**src/rtl/scl_timing_pkg.sv**
```systemverilog
package scl_timing_pkg;

    // field widths of the timing words
    localparam int SAMP_W    = 3;
    localparam int N_STEP_W  = 6;
    localparam int H_STEP_W  = 3;
    localparam int TWORD_W   = 16;

    // field positions (decoded by software-visible layout)
    localparam int N_SAMP_LSB = 8;
    localparam int N_STEP_LSB = 0;
    localparam int H_SAMP_LSB = 12;
    localparam int H_STEP_LSB = 8;

    // half length in pre-divided ticks, up to 8*64
    localparam int HALF_W = SAMP_W + N_STEP_W + 1;

    typedef enum logic [1:0] {
        ST_IDLE = 2'd0,
        ST_LOW  = 2'd1,
        ST_HIGH = 2'd2
    } scl_state_t;

endpackage

```
**src/rtl/scl_field_decode.sv**
```systemverilog
module scl_field_decode #(
    parameter int WORD_W   = 16,
    parameter int SAMP_LSB = 8,
    parameter int SAMP_W   = 3,
    parameter int STEP_LSB = 0,
    parameter int STEP_W   = 6,
    parameter int HALF_W   = 10,
    parameter bit HAS_EN   = 1'b0
) (
    input  logic [WORD_W-1:0] word,
    output logic [HALF_W-1:0] half_len,
    output logic              enabled
);
    localparam int PROD_W = SAMP_W + STEP_W + 2;

    logic [SAMP_W:0]   samp_n;
    logic [STEP_W:0]   step_n;
    logic [PROD_W-1:0] prod;

    // stored values are count minus one
    assign samp_n   = {1'b0, word[SAMP_LSB +: SAMP_W]} + 1'b1;
    assign step_n   = {1'b0, word[STEP_LSB +: STEP_W]} + 1'b1;
    assign prod     = PROD_W'(samp_n) * PROD_W'(step_n);
    assign half_len = HALF_W'(prod);

    generate
        if (HAS_EN) begin : g_en
            assign enabled = (word[1:0] == 2'b11);
        end else begin : g_no_en
            assign enabled = 1'b1;
        end
    endgenerate

endmodule

```
**src/rtl/scl_prescale.sv**
```systemverilog
module scl_prescale #(
    parameter int DIV_W = 4
) (
    input  logic             clk,
    input  logic             rst_n,
    input  logic             clr,
    input  logic [DIV_W-1:0] div_m1,
    output logic             tick,
    output logic             first
);
    logic [DIV_W-1:0] cnt;

    assign tick  = (cnt == div_m1);
    assign first = (cnt == '0);

    always_ff @(posedge clk or negedge rst_n) begin
        if (!rst_n) begin
            cnt <= '0;
        end else if (clr || tick) begin
            cnt <= '0;
        end else begin
            cnt <= cnt + 1'b1;
        end
    end

endmodule

```
**src/rtl/scl_timing_gen.sv**
```systemverilog
module scl_timing_gen
    import scl_timing_pkg::*;
#(
    parameter int DIV_W = 4
) (
    input  logic               clk,
    input  logic               rst_n,
    input  logic               run,
    input  logic               hs_go,
    input  logic [DIV_W-1:0]   clk_div_cfg,
    input  logic [TWORD_W-1:0] norm_timing,
    input  logic [TWORD_W-1:0] hs_timing,
    output logic               scl_o,
    output logic               tick_low,
    output logic               tick_high,
    output logic               tick_sample,
    output logic               hs_active
);
    scl_state_t        state, state_nx;
    logic [DIV_W-1:0]  act_div_m1;
    logic [HALF_W-1:0] act_half;
    logic [HALF_W-1:0] hcnt;
    logic [HALF_W-1:0] norm_half, hs_half;
    logic              hs_en, norm_en_unused;
    logic              hs_pend;
    logic              pre_tick, pre_first, pre_clr;
    logic              half_done, busy, first_cyc;
    logic              go_high_speed;

    scl_field_decode #(
        .WORD_W(TWORD_W), .SAMP_LSB(N_SAMP_LSB), .SAMP_W(SAMP_W),
        .STEP_LSB(N_STEP_LSB), .STEP_W(N_STEP_W), .HALF_W(HALF_W),
        .HAS_EN(1'b0)
    ) i_norm_dec (
        .word(norm_timing), .half_len(norm_half), .enabled(norm_en_unused)
    );

    scl_field_decode #(
        .WORD_W(TWORD_W), .SAMP_LSB(H_SAMP_LSB), .SAMP_W(SAMP_W),
        .STEP_LSB(H_STEP_LSB), .STEP_W(H_STEP_W), .HALF_W(HALF_W),
        .HAS_EN(1'b1)
    ) i_hs_dec (
        .word(hs_timing), .half_len(hs_half), .enabled(hs_en)
    );

    scl_prescale #(.DIV_W(DIV_W)) i_pre (
        .clk(clk), .rst_n(rst_n), .clr(pre_clr), .div_m1(act_div_m1),
        .tick(pre_tick), .first(pre_first)
    );

    assign busy          = (state != ST_IDLE);
    assign half_done     = busy && pre_tick && (hcnt == act_half - 1'b1);
    assign pre_clr       = !busy || half_done;
    assign go_high_speed = (state == ST_HIGH) && half_done && run && hs_pend;

    // state register
    always_ff @(posedge clk or negedge rst_n) begin
        if (!rst_n) state <= ST_IDLE;
        else        state <= state_nx;
    end

    // transitions
    always_comb begin
        state_nx = state;
        unique case (state)
            ST_IDLE: if (run)       state_nx = ST_LOW;
            ST_LOW:  if (half_done) state_nx = ST_HIGH;
            ST_HIGH: if (half_done) state_nx = run ? ST_LOW : ST_IDLE;
            default:                state_nx = ST_IDLE;
        endcase
    end

    // half counter in pre-divided ticks
    always_ff @(posedge clk or negedge rst_n) begin
        if (!rst_n)                  hcnt <= '0;
        else if (!busy || half_done) hcnt <= '0;
        else if (pre_tick)           hcnt <= hcnt + 1'b1;
    end

    // active timing, latched only at idle exit or at the speed switch
    always_ff @(posedge clk or negedge rst_n) begin
        if (!rst_n) begin
            act_div_m1 <= '0;
            act_half   <= HALF_W'(1);
            hs_active  <= 1'b0;
            hs_pend    <= 1'b0;
        end else begin
            if (state == ST_IDLE) begin
                hs_active <= 1'b0;
                hs_pend   <= 1'b0;
                if (run) begin
                    act_div_m1 <= clk_div_cfg;
                    act_half   <= norm_half;
                end
            end else if (go_high_speed) begin
                act_half  <= hs_half;
                hs_active <= 1'b1;
                hs_pend   <= 1'b0;
            end else if (hs_go && hs_en && !hs_active) begin
                hs_pend <= 1'b1;
            end
            if ((state == ST_HIGH) && half_done && !run) begin
                hs_active <= 1'b0;
            end
        end
    end

    // outputs
    always_comb begin
        first_cyc   = pre_first && (hcnt == '0);
        scl_o       = (state != ST_LOW);
        tick_low    = (state == ST_LOW) && first_cyc;
        tick_high   = (state == ST_HIGH) && first_cyc;
        tick_sample = (state == ST_HIGH) && pre_first && (hcnt == (act_half >> 1));
    end

endmodule

```
**config.mk**
```make
export PLATFORM = sky130hd
export DESIGN_NAME = scl_timing_gen
export DESIGN_NICKNAME = d
export VERILOG_FILES = /design/src/rtl/scl_timing_pkg.sv /design/src/rtl/scl_field_decode.sv /design/src/rtl/scl_prescale.sv /design/src/rtl/scl_timing_gen.sv
export SDC_FILE = /design/constraint.sdc
export NUM_CORES = 1
export LEC_CHECK = 0
export BUFFER_PORTS_ARGS = -buffer_cell sky130_fd_sc_hd__buf_2
export CORE_MARGIN = 5
export CORE_UTILIZATION = 60
export CTS_BUF_LIST = sky130_fd_sc_hd__clkbuf_4
export DETAILED_ROUTE_END_ITERATION = 6
export GPL_TIMING_DRIVEN = 0
export HOLD_SLACK_MARGIN = 0.03
export PLACE_DENSITY_LB_ADDON = 0.05
export SYNTH_ARGS = -nofsm -noshare
export SYNTH_HDL_FRONTEND = slang
export SYNTH_SLANG_ARGS = --single-unit
export TNS_END_PERCENT = 1
```
**constraint.sdc**
```tcl
create_clock -name clk -period 3.5 [get_ports clk]
set_input_delay 0 -clock clk [delete_from_list [all_inputs] [get_ports clk]]
set_output_delay 0 -clock clk [all_outputs]
set_load 0.1 [all_outputs]
```
==> results_dict.tcl <==
set metrics [dict create \
    gr-total-overflow 0 \
    antenna_cells 0 \
    vias 2811 \
    async_flop_share_pct 100 \
    syn_area_mm2 0.00345 \
    grt_setup_unrepaired "false" \
    numCtsBuffers 5 \
    grt_usage_pct 20.4 \
    timing.slew.headroom_pct 23.7 \
    hold_viol 0 \
    drt-pass1-iter-count 5 \
    drive_gt1_share_pct 15.9 \
    regArea_um2 802 \
    area_growth_pct 11.4 \
    via_per_inst 5.54 \
    drcViolationCount 0 \
    worstMarginPinSlew_ns 1.13 \
    syn_inst 391 \
    die_area_mm2 0.00736 \
    tns_ns 0 \
    die_h_um 85.8 \
    num_io_pins 45 \
    cp_max_fo 9 \
    wl_um 7050 \
    yosysWarnings 0 \
    leakagePower_nw 1.81 \
    synth_cell_type_count 48 \
    yosys_most_used_dff "dfrtp_1" \
    start_util_pct 62.2 \
    arrival_ns 3.45 \
    outcome "finished, final reports clean" \
    power.density_mw_per_mm2 571 \
    dpl.hpwl_um 5560 \
    synth.avg_cell_area_um2 8.81 \
    rows 27 \
    final_common_cell "nor2_1" \
    hold_class "primary input to flop" \
    grt_max_degree 33 \
    cts-root-buf "clkbuf_4" \
    crit_path_start_kind "primary input" \
    ys_ff_latch 32 \
    clk_latency_ns 0.35 \
    cts_sinks 32 \
    crit_path_end_kind "flop" \
    peakVddDrop_mv 0.400 \
    cts_tree "yes" \
    fill_cells 449 \
    critical_path_class "primary input to flop" \
    num-nets-final 522 \
    drv_slew 0 \
    synth_edf_count 0 \
    max_freq_mhz 312 \
    antenna_left 0 \
    drt-initial-drc-count 118 \
    required_ns 3.74 \
    port_buffers 29 \
    postCtsSetupRepairBufs 0 \
    cts.clk_slew.worst_paths_ns 0.11 \
    yosysSeqAreaShare_pct 23.3 \
    fin_crit_ns 3.21 \
    finalClockSkew_ns 0.0145 \
    place.gp.congestion 0.859 \
    clockBufferDepth 2 \
    multi_input_area_mm2 0.00246 \
    total_power_mw 2.19 \
    grt_pass1_vias 2714 \
    antenna_found_initial 0 \
    h-tree-depth 2 \
    period_share_pct 91.6 \
    syn-num-nets 479 \
    final-setup-viol-count 0 \
    grt_pass1_wl_um 12200 \
    drv_cap 0 \
    die_x_um 85.8 \
    final_cell_mix "49 x nor2_1, 35 x inv_1, 34 x ha_1, 31 x buf_2, 31 x dfrtp_1" \
    drt-wirelength-per-cell_um 13.9 \
    core_mm2 0.00554 \
]
-- cell usage after synthesis (all sizes together) (4+ instances only) --
cell type | n | share of area [%]
a21oi | 12 | 1.7
nand2b | 9 | 1.6
inv | 35 | 3.8
nor2 | 49 | 5.3
nor2b | 6 | 1.1
or2 | 10 | 1.8
ha | 34 | 12
nor4b | 4 | 1.0
a21o | 4 | 0.87
nand2 | 17 | 1.9
nor3 | 10 | 1.8
nand3 | 22 | 3.9
dfrtp | 31 | 23
xor2 | 22 | 5.6
o21ai | 14 | 2.4
nand4 | 6 | 1.1
xnor2 | 29 | 7.4
nor4 | 7 | 1.7
clkbuf | 11 | 1.2
fa | 14 | 8.1
mux2 | 11 | 4.2
and3 | 6 | 1.1
mux2i | 6 | 1.7
-- layer usage --
| metal | wire length [um] | vias up | GRT usage [%] |
|---|---|---|---|
| li1 | - | 1409 | - |
| met5 | 0 | - | 0 |
| met2 | 3580 | 52 | 36.7 |
| met1 | 3140 | 1345 | 25.4 |
| met4 | 93 | 0 | 6.19 |
| met3 | 245 | 5 | 2.59 |
-- where the power goes --
| part | internal [mW] | total (mW) | switching, mW | leakage (nW) |
|---|---|---|---|---|
| Combinational | 0.550 | 1.27 | 0.725 | 1.36 |
| Clock | 0.149 | 0.288 | 0.139 | 0.0412 |
| Sequential | 0.493 | 0.629 | 0.136 | 0.410 |
| Total | 1.19 | 2.19 | 0.999 | 1.81 |
-- critical path, stage by stage --
cell,delay (ns)
buf_2,0.16
nand3_1,0.22
or2_2,0.36
fa_1,0.54
inv_1,0.05
fa_1,0.49
ha_1,0.30
a21o_1,0.16
a21oi_1,0.21
o21ai_0,0.17
o41ai_1,0.37
xnor2_1,0.16
nor2_1,0.06
a31o_1,0.19
-- worst paths after layout --
path                                 from            to  slack, ns  depth (start not counted)
max                        norm_timing[8]   act_half[9]       0.29                         14
min                          hs_timing[0]       hs_pend       0.05                          3
max reg2reg                  i_pre.cnt[3]   act_half[2]       0.59                          7
min reg2reg                  i_pre.cnt[0]  i_pre.cnt[0]       0.54                          1
max in group asynchronous           rst_n   act_half[5]       2.79                          2
min in group asynchronous           rst_n      state[1]       0.24                          2
-- what timing repair did --
action / CTS / global route
resized for setup: 0 / 1
hold buffers: 7 / 0
setup endpoints to repair: 0 / 2
endpoints found under the hold margin: 37 / 0
-- stage by stage --
step | utilization [%] | area (um^2) | cells | setup slack, ns | hold slack (ns)
floorplan | - | 3450 | 391 | 0.302 | -0.296
global placement | 66.4 | 3680 | 492 | -0.155 | 0.0990
detailed placement | 66.4 | 3680 | 492 | -0.168 | 0.106
CTS | 69.2 | 3830 | 507 | 0.199 | 0.0396
global route | 69.3 | 3840 | 507 | 0.0402 | 0.0437
finish | 69.3 | 3840 | 507 | 0.293 | 0.0494
-- sequential cells by signal (all words and copies together) (netlist names) --
register / flops
act_div_m1: 4
state: 2
hs_pend: 1
hcnt: 10
hs_active: 1
i_pre.cnt: 4
act_half: 10
-- logic make-up (layout without fill, tap and decap cells) --
logic type	after synthesis	in the layout	share of synthesized area, %
AND/OR/NAND/NOR	153	153	23.9
XOR/XNOR	51	51	13.0
flip-flops	32	32	23.3
multiplexers	17	17	5.99
buffers and inverters	49	93	5.63
AO/OA/AOI/OAI	41	41	7.77
adder cells (fa/ha/maj)	48	48	20.5
-- layout make-up --
class	count	share of cell area [%]
clock buffer	5	0.978
timing repair buffer	36	5.61
multi-input combinational	310	64.0
tap	72	2.35
buffer	14	1.63
inverter	35	3.42
clock inverter	3	1.11
sequential	32	20.9
(Power assumes the default switching activity.)
